--- config.mk ---
export PLATFORM = sky130hd
export DESIGN_NAME = adc_scan_seq
export DESIGN_NICKNAME = d
export VERILOG_FILES = /design/src/rtl/adc_scan_pkg.sv /design/src/rtl/adc_scan_ctrl.sv /design/src/rtl/adc_result_reg.sv /design/src/rtl/adc_scan_seq.sv
export SDC_FILE = /design/constraint.sdc
export NUM_CORES = 1
export LEC_CHECK = 0
export BUFFER_PORTS_ARGS = -buffer_cell sky130_fd_sc_hd__buf_2
export CORE_MARGIN = 2
export CORE_UTILIZATION = 45
export DETAILED_ROUTE_END_ITERATION = 10
export GPL_TIMING_DRIVEN = 1
export PLACE_DENSITY = 0.91
export SLEW_MARGIN = 10
export SYNTH_ARGS = -nofsm -noshare
export SYNTH_HDL_FRONTEND = slang
export SYNTH_SLANG_ARGS = --single-unit
--- constraint.sdc ---
create_clock -name clk -period 3 [get_ports clk]
set_input_delay 0.6 -clock clk [delete_from_list [all_inputs] [get_ports clk]]
set_output_delay 0.6 -clock clk [all_outputs]
set_load 0.02 [all_outputs]
--- src/rtl/adc_scan_pkg.sv ---
// Package adc_scan_pkg
// Shared sizes for the scan sequencer. It assumes at most eight channels
// and a result width of at least nine bits, so the high byte is not empty.
package adc_scan_pkg;
    localparam int N_CH  = 8;
    localparam int RES_W = 10;
    localparam int CH_W  = $clog2(N_CH);
    localparam int HI_W  = RES_W - 8;
endpackage

--- src/rtl/adc_scan_ctrl.sv ---
// Module adc_scan_ctrl
// Channel sequencer: holds the busy bit, walks the channel counter from the
// first to the last channel (wrapping at N_CH-1), issues start and abort
// pulses, and reports which done pulses count as results.
// Assumes the core raises done only for an unaborted conversion that it was
// started on, and that the range settings stay stable during a sweep.
module adc_scan_ctrl #(
    parameter int N_CH = 8,
    parameter int CH_W = $clog2(N_CH)
) (
    input  logic            clk,
    input  logic            rst_n,
    input  logic            cfg_en,
    input  logic            cfg_single,
    input  logic [CH_W-1:0] cfg_first,
    input  logic [CH_W-1:0] cfg_last,
    input  logic            sw_start_wr,
    input  logic            sw_start_val,
    input  logic            hw_trig,
    input  logic            core_done,
    output logic            core_start,
    output logic            core_abort,
    output logic            busy,
    output logic [CH_W-1:0] cur_ch,
    output logic            accept
);
    localparam logic [CH_W-1:0] TOP_CH = CH_W'(N_CH - 1);

    logic            launch_q;
    logic            abort_q;
    logic [CH_W-1:0] ch_q;
    logic            trig;
    logic            stop_req;
    logic            last_hit;
    logic [CH_W-1:0] ch_next;

    // Decode triggers, stop requests, accepted results and the next channel.
    always_comb begin
        trig     = (sw_start_wr && sw_start_val) || hw_trig;
        stop_req = busy && (!cfg_en || (sw_start_wr && !sw_start_val));
        accept   = busy && !launch_q && core_done && !stop_req;
        last_hit = (ch_q == cfg_last);
        ch_next  = (ch_q == TOP_CH) ? '0 : ch_q + 1'b1;
    end

    // Sequencer state: busy bit, channel counter, start and abort pulses.
    always_ff @(posedge clk) begin
        if (!rst_n) begin
            busy     <= 1'b0;
            ch_q     <= '0;
            launch_q <= 1'b0;
            abort_q  <= 1'b0;
        end else begin
            launch_q <= 1'b0;
            abort_q  <= 1'b0;
            if (stop_req) begin
                busy    <= 1'b0;
                abort_q <= 1'b1;
            end else if (!busy) begin
                if (trig && cfg_en) begin
                    busy     <= 1'b1;
                    ch_q     <= cfg_first;
                    launch_q <= 1'b1;
                end
            end else if (accept) begin
                if (last_hit && cfg_single) begin
                    busy <= 1'b0;
                end else begin
                    ch_q     <= last_hit ? cfg_first : ch_next;
                    launch_q <= 1'b1;
                end
            end
        end
    end

    // Drive the outputs from the registered state.
    always_comb begin
        core_start = launch_q;
        core_abort = abort_q;
        cur_ch     = ch_q;
    end

    AST_START_AT_FIRST: assert property (@(posedge clk) disable iff (!rst_n)
        $rose(busy) |-> (cur_ch == $past(cfg_first)));
    AST_ABORT_WHEN_IDLE: assert property (@(posedge clk) disable iff (!rst_n)
        core_abort |-> !busy);
    AST_SINGLE_ENDS: assert property (@(posedge clk) disable iff (!rst_n)
        (accept && (cur_ch == cfg_last) && cfg_single) |=> !busy);
    AST_CONT_KEEPS_RUNNING: assert property (@(posedge clk) disable iff (!rst_n)
        (accept && !cfg_single) |=> busy);
    AST_DISABLED_STAYS_IDLE: assert property (@(posedge clk) disable iff (!rst_n)
        (!busy && !cfg_en) |=> !busy);
endmodule

--- src/rtl/adc_result_reg.sv ---
// Module adc_result_reg
// Result register and status flags. Latches each accepted result, sets the
// completion and interrupt flags, and raises the sticky overwrite-error flag
// when a result arrives before the previous one was read. A set in the same
// cycle as a clear wins.
module adc_result_reg #(
    parameter int RES_W = 10
) (
    input  logic             clk,
    input  logic             rst_n,
    input  logic             accept,
    input  logic [RES_W-1:0] core_data,
    input  logic             rd_lo_stb,
    input  logic             clr_ovr_wr,
    input  logic             clr_irq_wr,
    output logic [RES_W-1:0] result,
    output logic             cmpl_flag,
    output logic             ovr_flag,
    output logic             irq_flag
);
    // Result data register, loaded only by accepted done pulses.
    always_ff @(posedge clk) begin
        if (!rst_n)      result <= '0;
        else if (accept) result <= core_data;
    end

    // Flag registers: set by a result, cleared by their own strobe, set wins.
    always_ff @(posedge clk) begin
        if (!rst_n) begin
            cmpl_flag <= 1'b0;
            ovr_flag  <= 1'b0;
            irq_flag  <= 1'b0;
        end else begin
            cmpl_flag <= accept ? 1'b1 : (rd_lo_stb ? 1'b0 : cmpl_flag);
            ovr_flag  <= (accept && cmpl_flag) ? 1'b1 : (clr_ovr_wr ? 1'b0 : ovr_flag);
            irq_flag  <= accept ? 1'b1 : (clr_irq_wr ? 1'b0 : irq_flag);
        end
    end

    AST_RESULT_SETS_FLAGS: assert property (@(posedge clk) disable iff (!rst_n)
        accept |=> (cmpl_flag && irq_flag));
    AST_OVERWRITE_DETECT: assert property (@(posedge clk) disable iff (!rst_n)
        (accept && cmpl_flag) |=> ovr_flag);
    AST_OVR_STICKY: assert property (@(posedge clk) disable iff (!rst_n)
        (ovr_flag && !clr_ovr_wr) |=> ovr_flag);
    AST_IRQ_STICKY: assert property (@(posedge clk) disable iff (!rst_n)
        (irq_flag && !clr_irq_wr) |=> irq_flag);
    AST_CMPL_HELD: assert property (@(posedge clk) disable iff (!rst_n)
        (cmpl_flag && !rd_lo_stb) |=> cmpl_flag);
endmodule

--- src/rtl/adc_scan_seq.sv ---
// Module adc_scan_seq
// Top of the multi-channel scan sequencer: joins the channel sequencer and
// the result/flag register and splits the result into two byte views.
// Assumes a converter core with a start/abort/done handshake.
module adc_scan_seq
    import adc_scan_pkg::*;
(
    input  logic             clk,
    input  logic             rst_n,
    input  logic             cfg_en,
    input  logic             cfg_single,
    input  logic [CH_W-1:0]  cfg_first,
    input  logic [CH_W-1:0]  cfg_last,
    input  logic             sw_start_wr,
    input  logic             sw_start_val,
    input  logic             hw_trig,
    input  logic             rd_lo_stb,
    input  logic             clr_ovr_wr,
    input  logic             clr_irq_wr,
    output logic             core_start,
    output logic [CH_W-1:0]  core_ch,
    output logic             core_abort,
    input  logic             core_done,
    input  logic [RES_W-1:0] core_data,
    output logic             busy,
    output logic [CH_W-1:0]  cur_ch,
    output logic [HI_W-1:0]  res_hi,
    output logic [7:0]       res_lo,
    output logic             cmpl_flag,
    output logic             ovr_flag,
    output logic             irq_flag
);
    logic             accept;
    logic [RES_W-1:0] result;

    adc_scan_ctrl #(.N_CH(N_CH), .CH_W(CH_W)) ctrl_i (
        .clk(clk), .rst_n(rst_n), .cfg_en(cfg_en), .cfg_single(cfg_single),
        .cfg_first(cfg_first), .cfg_last(cfg_last),
        .sw_start_wr(sw_start_wr), .sw_start_val(sw_start_val),
        .hw_trig(hw_trig), .core_done(core_done),
        .core_start(core_start), .core_abort(core_abort),
        .busy(busy), .cur_ch(cur_ch), .accept(accept)
    );

    adc_result_reg #(.RES_W(RES_W)) res_i (
        .clk(clk), .rst_n(rst_n), .accept(accept), .core_data(core_data),
        .rd_lo_stb(rd_lo_stb), .clr_ovr_wr(clr_ovr_wr), .clr_irq_wr(clr_irq_wr),
        .result(result), .cmpl_flag(cmpl_flag), .ovr_flag(ovr_flag),
        .irq_flag(irq_flag)
    );

    // Byte views of the result and the channel sent to the core.
    always_comb begin
        res_hi  = result[RES_W-1:8];
        res_lo  = result[7:0];
        core_ch = cur_ch;
    end
endmodule

# == After elaboration in Yosys (flattened, before gate mapping) ==
# Index checks and enable logic that the tools add are counted.
# word_totals
register_bits,19
in_bits,27
# op_classes
add_sub_neg,1
n_eq_ne,4
muxes,19
n_bitwise,2
reduce_logical,21
# ops
cell,count
3-bit 2-to-1 mux,6
1-bit 2-to-1 mux,13
1-bit logical AND,9
2-bit nonzero test,4
1-bit logical NOT,4
4-bit AND reduction,1
"3-bit by 1-bit adder with 3-bit output, second input constant",1
3-bit == test,1
"3-bit == test, second input constant",1
1-bit logical OR,2
"2-bit by 1-bit inequality test with 1-bit output, second input constant",1
"2-bit inequality test, second input constant",1
1-bit NOT,2
2-bit OR reduction,1

# == Depth between registers and ports, before layout ==
# Gate-level depths: netlist (run 1).
# logic_depth
word_depth,8
mapped_depth,6
mapped_depth_nobuf,4

# == Cells and area by module ==
# Synthesis (run 1) repeated with hierarchy kept, for this count alone.
# hier_totals
cells_unflattened,87
area_unflattened_um2,895.9
# modules_own_cells
module,instances,cells_per_inst,area_per_inst_um2,seq_area_each_um2
adc_result_reg,1,43,503.0,260.2
adc_scan_ctrl,1,41,370.4,120.1
adc_scan_seq,1,3,22.5,0.0

# == Worst setup path before layout (run 1) ==
# No wires, ideal clock.
# synth_path
kind,input port to flip-flop
start,in sw_start_wr
end,reg res_i.result[0]
t_arrival_ns,1.677
t_required_ns,2.872
setup_slack_ns,1.195
path_stages,6
path_buffers,2
path_cell_list,nor2b_1 > or4_1 > buf_2 > buf_6 > mux2i_1 > nor2_1
# synth_via
elab_chain_cells,5
# synth_rtl
item,line_no,rtl
"start, declared",adc_scan_seq.sv:14,"input logic sw_start_wr,"
1-bit logical AND,adc_scan_ctrl.sv:40,stop_req = busy && (!cfg_en || (sw_start_wr && !sw_start_val));
1-bit logical OR,adc_scan_ctrl.sv:40,
1-bit logical AND,adc_scan_ctrl.sv:40,
1-bit logical NOT,adc_scan_ctrl.sv:41,accept = busy && !launch_q && core_done && !stop_req;
1-bit logical AND,adc_scan_ctrl.sv:41,
"end signal, assigned",adc_result_reg.sv:24,else if (accept) result <= core_data;
"end, declared",adc_result_reg.sv:16,"output logic [RES_W-1:0] result,"
# Every way passes these cells.
# A chain may end at the register's enable or synchronous reset.

# == Worst setup path after layout (run 1) ==
# layout_path
start,reg ctrl_i.busy
end,"reg ctrl_i.ch_q[1], in the netlist ctrl_i.cur_ch[1]"
# layout_via
elab_chain_cells,5
# layout_rtl
item,line_no,rtl
"start, declared",adc_scan_ctrl.sv:23,"output logic busy,"
"start signal, assigned",adc_scan_ctrl.sv:49,busy <= 1'b0;
"start signal, assigned",adc_scan_ctrl.sv:57,busy <= 1'b0;
"start signal, assigned",adc_scan_ctrl.sv:61,busy <= 1'b1;
1-bit logical AND (on tied branches),"adc_scan_ctrl.sv:41, adc_scan_ctrl.sv:40",
1-bit logical AND or 1-bit logical NOT (tied branches),adc_scan_ctrl.sv:41,
1-bit logical AND,adc_scan_ctrl.sv:41,
2-bit by 1-bit inequality test with 1-bit output (no source line),--,
4-bit AND reduction (no source line),--,
"end signal, assigned",adc_scan_ctrl.sv:62,ch_q <= cfg_first;
"end signal, assigned",adc_scan_ctrl.sv:69,ch_q <= last_hit ? cfg_first : ch_next;
"end, declared",adc_scan_ctrl.sv:31,logic [CH_W-1:0] ch_q;
# Several ways; a longest one is shown, not always the timed one.

==> impl_metrics.env, run 1 <==
export IMPL_status="finished clean"
export IMPL_clock_latency_ns=0.29
export IMPL_rsz0062_at_grt="no"
export IMPL_path_class="register to register"
export IMPL_syn_area_um2=926
export IMPL_n_antenna_cell=0
export IMPL_crit_arrival_ns=2.27
export IMPL_syn_num_nets=129
export IMPL_cts_resized=0
export IMPL_die_area_um2=2440
export IMPL_cts_buffers=3
export IMPL_relSlewSlack=0.518
export IMPL_final_core_util=0.610
export IMPL_critPathCaptureType="register"
export IMPL_core_um2=1940
export IMPL_cts_buffer_depth=2
export IMPL_slew_viol_final=0
export IMPL_drt_first_iter_violations=11
export IMPL_synth_top_area_share=0.411
export IMPL_die_h_um=49.4
export IMPL_syn_area_per_cell_um2=9.26
export IMPL_grt_total_usage=0.189
export IMPL_synth_seq_cells=19
export IMPL_required_ns=3.18
export IMPL_grt_overflow_total=0
export IMPL_wl_met2_um=1040
export IMPL_crit_path_start_kind="register"
export IMPL_ant_nets=0
export IMPL_fin_area_um2=1180
export IMPL_fin_cells=173
export IMPL_clock_sinks=19
export IMPL_ios=49
export IMPL_placed_cell_area_um2=1160
export IMPL_cts_tree="built"
export IMPL_num_fill_cells=188
export IMPL_routed_top_layer="met4"
export IMPL_hp_class="register to register"
export IMPL_cts_setup_buffers=0
export IMPL_hold_viol=0
export IMPL_synth_top_area_cell="dfxtp_1"
export IMPL_syn2layout_area_growth_pct=28.0
export IMPL_drc=0
export IMPL_worst_slew_pin_slew_ns=0.723
export IMPL_port_buffers=48
export IMPL_placed_cells=169
export IMPL_chipWidth_um=49.4
export IMPL_dr_wl_met3_um=166
export IMPL_synth_distinct_cells=31
export IMPL_gp_congestion=0.833
export IMPL_wl_met1_um=909
export IMPL_grt_max_degree=16
export IMPL_grt_pass1_wl_um=3640
export IMPL_worstPathMaxFanout=15
export IMPL_clkTransAtPathRegs_ns=0.11
export IMPL_ctsRootBufferMaster="clkbuf_4"
export IMPL_antenna_found_initial=0
export IMPL_num_vias=901
export IMPL_nNetsFinal=176
export IMPL_yosysWarnings=0
export IMPL_vias_per_cell=5.21
export IMPL_layout_min_cycle_time_ns=2.09
export IMPL_fp_row_count=16
export IMPL_ys_seq_area_frac=0.411
export IMPL_grt_pass1_vias=866
export IMPL_routedWlPerCell_um=12.3
export IMPL_initial_core_util=0.477
export IMPL_p_leak_uw=0.000634
export IMPL_layout_drive_gt1_share=0.377
export IMPL_synth_area_leaders="dfxtp_1 (41%), mux2i_1 (12%), o211ai_1 (4.9%)"
export IMPL_hpwlAfterDp_um=1690
export IMPL_drt_pass1_iter_count=4
export IMPL_setup_viol=0
export IMPL_finalSetupTns_ns=0
export IMPL_period_share=0.697
export IMPL_worst_clock_skew_ns=0.0109
export IMPL_synth_cells=100
export IMPL_max_cap_violations=0
export IMPL_wirelength_um=2130
export IMPL_htree_levels=1
export IMPL_powerDensity_nw_per_um2=486
export IMPL_ir_drop_v=0.000363
export IMPL_hold_buffers=0
export IMPL_clock_fmax_mhz=478
-- layer usage --
metal	vias up	track usage
met3	2	0.0307
met4	0	0.0571
met1	407	0.227
li1	449	-
met2	43	0.338
met5	-	0
-- final cells by class --
type | instances | area, um2 | share of cell area
Tap cell | 27 | 33.8 | 0.0285
Sequential cell | 19 | 380 | 0.321
Multi-Input combinational cell | 67 | 473 | 0.399
Clock buffer | 3 | 22.5 | 0.0190
Timing Repair Buffer | 48 | 240 | 0.203
Clock inverter | 1 | 5.00 | 0.00422
Inverter | 8 | 30.0 | 0.0253
-- worst max-delay path, stage by stage (launching register included) --
cell     delay, ns
dfxtp_1       0.50
inv_2         0.11
or4_1         0.89
a22oi_2       0.37
a31oi_1       0.11
-- final timing paths --
check,from,end,slack [ns],cells after the start
setup / recovery,ctrl_i.busy$_SDFF_PP0_,ctrl_i.cur_ch[1]$_SDFFE_PN0P_,0.91,4
hold / removal,res_i.irq_flag$_SDFFE_PN0P_,res_i.irq_flag$_SDFFE_PN0P_,0.49,2
setup reg to reg,ctrl_i.busy$_SDFF_PP0_,ctrl_i.cur_ch[1]$_SDFFE_PN0P_,0.91,4
hold reg to reg,res_i.irq_flag$_SDFFE_PN0P_,res_i.irq_flag$_SDFFE_PN0P_,0.49,2
-- flip-flops by register name, summed over array words and instances, names as in the netlist --
name	flops
ctrl_i.busy	1
ctrl_i.core_abort	1
res_i.ovr_flag	1
ctrl_i.core_start	1
res_i.cmpl_flag	1
res_i.result	10
res_i.irq_flag	1
ctrl_i.cur_ch	3
-- metrics by stage --
stage	setup WS, ns	hold WS [ns]	total power [uW]
global route	0.770	0.531	612
finish	0.909	0.486	576
CTS	0.882	0.484	579
detailed placement	0.673	0.469	460
global placement	0.741	0.468	453
floorplan	1.20	0.547	412
-- power by group --
group | internal, uW | switching [uW] | leakage (uW)
Combinational | 71.3 | 96.1 | 0.000462
Sequential | 267 | 18.4 | 0.000154
Clock | 49.5 | 72.7 | 0.0000177
Total | 388 | 187 | 0.000634
-- cells in the final DEF, fill, tap and decap left out --
master / n
a21oi_1: 5
a22oi_2: 1
a31o_2: 1
a31oi_1: 2
and2_1: 2
buf_2: 48
clkbuf_4: 3
clkinv_2: 1
dfxtp_1: 19
ha_1: 2
inv_1: 7
inv_2: 1
mux2i_1: 11
nand2_1: 3
nand2b_1: 4
nand3_1: 1
nor2_1: 11
nor2b_1: 1
o2111ai_1: 3
o211ai_1: 6
o21a_1: 1
o21ai_0: 1
o21ai_1: 1
o22ai_1: 1
o311ai_0: 3
or2b_1: 1
or3_1: 1
or3b_1: 1
or4_1: 1
xnor2_1: 3
-- cell usage after synthesis (all sizes together) --
master and instances:
a31o 1, or2b 1, inv 8, mux2i 11, nor2b 1, nand3 1, or3b 1, ha 2
o21ai 2, a21oi 5, o21a 1, clkbuf 1, o311ai 3, nor2 11, nand2 3, buf 5
nand2b 4, o2111ai 3, a22oi 1, o211ai 6, a31oi 2, dfxtp 19, o22ai 1, xnor2 3
or4 1, or3 1, and2 2
-- logic make-up (layout without fill, tap and decap cells) --
family,Yosys count,after routing,share of synthesized area
compound gates,25,25,0.195
xor+xnor,3,3,0.0284
fa+ha+maj,2,2,0.0270
buf+inv,14,60,0.0784
flops,19,19,0.411
mux,11,11,0.119
simple gates,26,26,0.142
Note: power is estimated with default switching activity, not from simulation.
==> run 2: changes to the inputs <==
Settings changed: ABC_AREA set to 1, CORE_UTILIZATION 45 to 39, PLACE_DENSITY 0.91 to 0.85.
Clock period 3 ns to 1.73 ns, I/O delays scaled along.
==> run 2 against run 1 <==
Against the previous run:
- first-iteration DRC count rose by 18%
- count of clock-buffer cells in the layout rose by 1
- via count increased by 4.3%
- critical path depth is 5 higher
- wire length shrank 13%
- critical path type unchanged
- critical endpoint is now ctrl_i.cur_ch[0]$_SDFFE_PN0P_
==> impl_metrics.env, run 2 <==
export IMPL_status="finished clean"
export IMPL_cts_buffers=3
export IMPL_grt_total_usage=0.147
export IMPL_worstPathCellList="inv_2 > nor2_2 > nand3_2 > inv_2 > nand2_1 > nand2_2 > nand2_1 > nand2_1 > nor2_1"
export IMPL_layout_drive_gt1_share=0.317
export IMPL_synth_top_area_share=0.425
export IMPL_p_leak_uw=0.000662
export IMPL_finalSetupTns_ns=0
export IMPL_clock_fmax_mhz=718
export IMPL_sw_frac_of_total=0.343
export IMPL_antenna_found_initial=0
export IMPL_final_core_util=0.530
export IMPL_critical_path_top_delay_family="simple AND/OR/NAND/NOR gates"
export IMPL_die_area_um2=2700
export IMPL_clkTransAtPathRegs_ns=0.10
export IMPL_pre_cts_slack_ns=0.266
export IMPL_required_ns=1.92
export IMPL_ys_seq_area_frac=0.425
export IMPL_core_um2=2190
export IMPL_syn_area_per_cell_um2=6.74
export IMPL_synth_edf_count=0
export IMPL_crit_arrival_ns=1.58
export IMPL_wirelength_um=1850
export IMPL_gp_congestion=0.729
export IMPL_hp_class="input pin to register"
export IMPL_async_flop_share=0
export IMPL_htree_levels=1
export IMPL_synth_area_leaders="dfxtp_1 (42%), nor2_1 (13%), nand2_1 (13%)"
export IMPL_internal_power_uw=690
export IMPL_largest_reg_flops=10
export IMPL_ios=49
export IMPL_cts_buffer_depth=2
export IMPL_cts_setup_buffers=0
export IMPL_worst_clock_skew_ns=0.00357
export IMPL_path_class="register to register"
export IMPL_final_common_cell="buf_2"
export IMPL_synth_seq_cells=19
export IMPL_layout_min_cycle_time_ns=1.39
export IMPL_period_share=0.806
export IMPL_nNetsFinal=210
export IMPL_clock_sinks=19
export IMPL_slowest_delay_ns=0.49
export IMPL_synth_top_area_cell="dfxtp_1"
export IMPL_num_vias=940
export IMPL_cts_resized=0
export IMPL_yosys_cell_count_top_type="nor2_1"
export IMPL_powerDensity_nw_per_um2=904
export IMPL_yosysWarnings=0
export IMPL_synth_main_ff_cell="dfxtp_1"
export IMPL_critPathBufInv=2
export IMPL_ctsRootBufferMaster="clkbuf_4"
export IMPL_setup_viol=0
export IMPL_rsz0062_at_grt="no"
export IMPL_drc=0
export IMPL_worst_path_most_repeated_cell="nand2_1"
export IMPL_max_cap_violations=0
export IMPL_initial_core_util=0.409
export IMPL_critPathCaptureType="register"
export IMPL_routedWlPerCell_um=8.88
export IMPL_grt_pass1_wl_um=2990
export IMPL_regMostFlops="res_i.result"
export IMPL_die_h_um=51.9
export IMPL_p_switching_uw=360
export IMPL_worstPathMaxFanout=12
export IMPL_fp_row_count=17
export IMPL_synth_distinct_cells=18
export IMPL_worst_slew_pin_slew_ns=0.272
export IMPL_vias_per_cell=4.52
export IMPL_syn_area_um2=896
export IMPL_syn2layout_area_growth_pct=29.6
export IMPL_grt_overflow_total=0
export IMPL_p_seq_frac=0.490
export IMPL_hold_viol=0
export IMPL_combinationalPowerShare=0.309
export IMPL_relSlewSlack=0.818
export IMPL_hold_buffers=0
export IMPL_cts_tree="built"
export IMPL_clkPwrFrac=0.201
export IMPL_grt_pass1_vias=792
export IMPL_hpwlAfterDp_um=1490
export IMPL_crit_path_start_kind="register"
export IMPL_final_cell_mix="buf_2 (48), nor2_1 (31), nand2_1 (30)"
export IMPL_netlist_top_cells_count="nor2_1 (31), nand2_1 (30), dfxtp_1 (19)"
export IMPL_synth_cells=133
export IMPL_syn_num_nets=162
export IMPL_slowest_stage="dfxtp_1"
export IMPL_n_antenna_cell=0
export IMPL_slew_viol_final=0
export IMPL_drt_first_iter_violations=13
export IMPL_chipWidth_um=51.9
export IMPL_port_buffers=48
export IMPL_fin_total_pwr_uw=1050
export IMPL_drt_pass1_iter_count=4
export IMPL_ir_drop_v=0.000516
export IMPL_setup_slack_ns=0.336
export IMPL_ant_nets=0
export IMPL_clock_latency_ns=0.28
export IMPL_grt_max_degree=16
-- run 2: layer usage --
metal	vias up	track usage	wire length (um)
li1	499	-	-
met1	400	0.172	805
met2	39	0.259	864
met3	2	0.0172	144
met4	0	0.0789	31
met5	-	0	0
-- run 2: path summary, 6_finish.rpt --
kind	start	endpoint	slack [ns]	cells past startpoint
worst max-delay path	ctrl_i.busy$_SDFF_PP0_	ctrl_i.cur_ch[0]$_SDFFE_PN0P_	0.34	9
worst min-delay path	clr_irq_wr	res_i.irq_flag$_SDFFE_PN0P_	0.30	4
worst max register to register	ctrl_i.busy$_SDFF_PP0_	ctrl_i.cur_ch[0]$_SDFFE_PN0P_	0.34	9
worst min register to register	res_i.irq_flag$_SDFFE_PN0P_	res_i.irq_flag$_SDFFE_PN0P_	0.46	2
-- run 2: logic make-up after synthesis --
| group | count (synthesis) | synth area share |
|---|---|---|
| and+or+nand+nor | 71 | 0.321 |
| buffers and inverters | 24 | 0.124 |
| DFF | 19 | 0.425 |
| AOI/OAI and AO/OA | 16 | 0.0922 |
| adders and majority gates | 2 | 0.0279 |
| xor gates and xnor gates | 1 | 0.00978 |
-- run 2: power by group through the flow --
stage	clock [uW]	sequential, uW	combinational [uW]
final	211	514	324
after global routing	238	522	372
after CTS	216	515	329
after detailed placement	0	525	327
after global placement	0	525	322
after floorplan	0	569	193
-- run 2: worst register-to-register path, delay by kind of cell, from the launching register on --
family	cells	cell delay, ns
and+or+nand+nor	7	0.55
DFF	1	0.49
buffers and inverters	2	0.27
-- run 2: per-stage QoR --
stage                     hold slack [ns]  cells  cell area, um2
after global routing                0.305    208            1160
after CTS                           0.297    208            1160
after floorplan                     0.482    133             896
after detailed placement            0.456    204            1130
after global placement              0.456    204            1130
final                               0.303    208            1160
-- run 2: final cells by class --
cell class,instances,area (um2)
fill,251,1030
multi-input combinational,90,404
sequential,19,380
timing repair buffer,49,248
inverter,18,67.6
tap,28,35.0
clock buffer,4,26.3
==> run 3: changes to the inputs <==
Settings changed: ABC_AREA 1 to 0.
Clock period 1.73 ns to 1.1 ns, I/O delays scaled along.
==> run 3 against run 2 <==
Against the previous run:
- the run now ends with negative setup slack left
- clock power is 60% higher
- register-to-register slack lost 0.73 ns
- first-iteration DRC count is 100% higher
- global-route usage rose by 3.3 points
- critical path depth is 5 lower
- via count grew 2.9%
- largest cell class unchanged
==> impl_metrics.env, run 3 (synthesized netlist as in run 1, its figures left out) <==
export IMPL_grt_total_usage=0.180
export IMPL_hp_class="input pin to register"
export IMPL_vias_per_cell=5.20
export IMPL_antenna_found_initial=0
export IMPL_hpwlAfterDp_um=1780
export IMPL_relSlewSlack=0.732
export IMPL_clock_fmax_mhz=671
export IMPL_clock_sinks=19
export IMPL_num_vias=967
export IMPL_clock_latency_ns=0.29
export IMPL_critPathCaptureType="register"
export IMPL_required_ns=1.27
export IMPL_worst_slew_pin_slew_ns=0.402
export IMPL_hold_buffers=0
export IMPL_cts_setup_buffers=0
export IMPL_ios=49
export IMPL_ant_nets=0
export IMPL_largest_reg_flops=10
export IMPL_wirelength_um=2250
export IMPL_cts_buffer_depth=2
export IMPL_htree_levels=1
export IMPL_finalSetupTns_ns=-6.18
export IMPL_regMostFlops="res_i.result"
export IMPL_grt_pass1_vias=931
export IMPL_grt_overflow_total=0
export IMPL_rsz0062_at_grt="yes"
export IMPL_worstPathMaxFanout=4
export IMPL_crit_path_start_kind="register"
export IMPL_syn2layout_area_growth_pct=48.1
export IMPL_initial_core_util=0.415
export IMPL_max_cap_violations=0
export IMPL_final_cell_mix="buf_2 (41), dfxtp_1 (15), mux2i_1 (11), nor2_1 (11)"
export IMPL_clkTransAtPathRegs_ns=0.10
export IMPL_n_antenna_cell=0
export IMPL_fp_row_count=17
export IMPL_setup_slack_ns=-0.389
export IMPL_cts_buffers=3
export IMPL_p_leak_uw=0.000709
export IMPL_nNetsFinal=188
export IMPL_layout_drive_gt1_share=0.475
export IMPL_drt_pass1_iter_count=4
export IMPL_fin_area_um2=1370
export IMPL_die_area_um2=2780
export IMPL_setup_viol=23
export IMPL_routedWlPerCell_um=12.1
export IMPL_violations="negative setup slack"
export IMPL_path_class="register to register"
export IMPL_worst_clock_skew_ns=0.00299
export IMPL_grt_pass1_wl_um=3720
export IMPL_drc=0
export IMPL_ir_drop_v=0.00105
export IMPL_grt_max_degree=15
export IMPL_placed_cell_area_um2=1270
export IMPL_ctsRootBufferMaster="clkbuf_4"
export IMPL_port_buffers=48
export IMPL_powerDensity_nw_per_um2=1280
export IMPL_die_h_um=52.7
export IMPL_status="finished, violations left"
export IMPL_period_share=1.35
export IMPL_drt_first_iter_violations=26
export IMPL_crit_arrival_ns=1.66
export IMPL_chipWidth_um=52.7
export IMPL_cts_tree="built"
export IMPL_final_common_cell="buf_2"
export IMPL_hold_viol=0
export IMPL_slew_viol_final=0
export IMPL_layout_min_cycle_time_ns=1.49
export IMPL_gp_congestion=0.778
export IMPL_core_um2=2230
-- run 3: cell count changes in the layout (fill, tap and decap cells not counted), sizes merged, moves of 4 or more --
cell / previous run / this run
buf: 49 / 60
inv: 18 / 8
mux2i: 0 / 11
nand2: 31 / 3
nand2b: 0 / 4
nand3: 7 / 1
nor2: 32 / 11
o211ai: 0 / 6
o21ai: 10 / 2
-- run 3: cell type report --
type                            count  area [um2]
Clock buffer                        4        26.3
Fill cell                         190         862
Inverter                            8        32.5
Multi-Input combinational cell     67         490
Sequential cell                    19         393
Tap cell                           28        35.0
Timing Repair Buffer               60         394
-- run 3: worst paths after layout --
kind	from	end	slack, ns	depth (start not counted)
min reg2reg	res_i.irq_flag$_SDFFE_PN0P_	res_i.irq_flag$_SDFFE_PN0P_	0.47	2
max	ctrl_i.busy$_SDFF_PP0_	ctrl_i.cur_ch[0]$_SDFFE_PN0P_	-0.39	4
max reg2reg	ctrl_i.busy$_SDFF_PP0_	ctrl_i.cur_ch[0]$_SDFFE_PN0P_	-0.39	4
min	core_data[7]	res_i.result[7]$_SDFFE_PN0P_	0.16	3
-- run 3: metrics by stage --
| step | setup WS, ns | instances | total power [uW] | hold WS [ns] | utilization |
|---|---|---|---|---|---|
| 2_1_floorplan | -0.457 | 100 | 1130 | 0.326 | - |
| 3_3_place_gp | -0.364 | 182 | 1320 | 0.449 | 0.569 |
| 3_5_place_dp | -0.406 | 182 | 1340 | 0.462 | 0.569 |
| 4_1_cts | -0.374 | 186 | 1740 | 0.146 | 0.599 |
| 5_1_grt | -0.467 | 186 | 1870 | 0.156 | 0.614 |
| 6_report | -0.389 | 186 | 1760 | 0.156 | 0.614 |
-- run 3: layer usage --
layer	vias up	GRT usage	part of all wire
li1	473	-	-
met1	423	0.211	0.41
met2	63	0.310	0.46
met3	8	0.0314	0.11
met4	0	0.0940	0.018
met5	-	0	0
-- run 3: where the power goes --
group	total (uW)	internal (uW)	leakage (uW)	switching (uW)
Combinational	650	329	0.000538	321
Sequential	773	737	0.000157	35.5
Clock	338	141	0.0000150	197
-- run 3: repair_timing --
action / in CTS / in global routing
gates resized for setup: 14 / 11
hold endpoints to repair: 0 / 0
endpoints found under the setup margin: 25 / 25
pin swaps: 1 / 4
-- run 3: critical path: stages, from the launching register on --
cell and delay, ns:
dfxtp_4 0.37, inv_4 0.03, or4_4 0.55, a22oi_2 0.29, a31oi_1 0.12
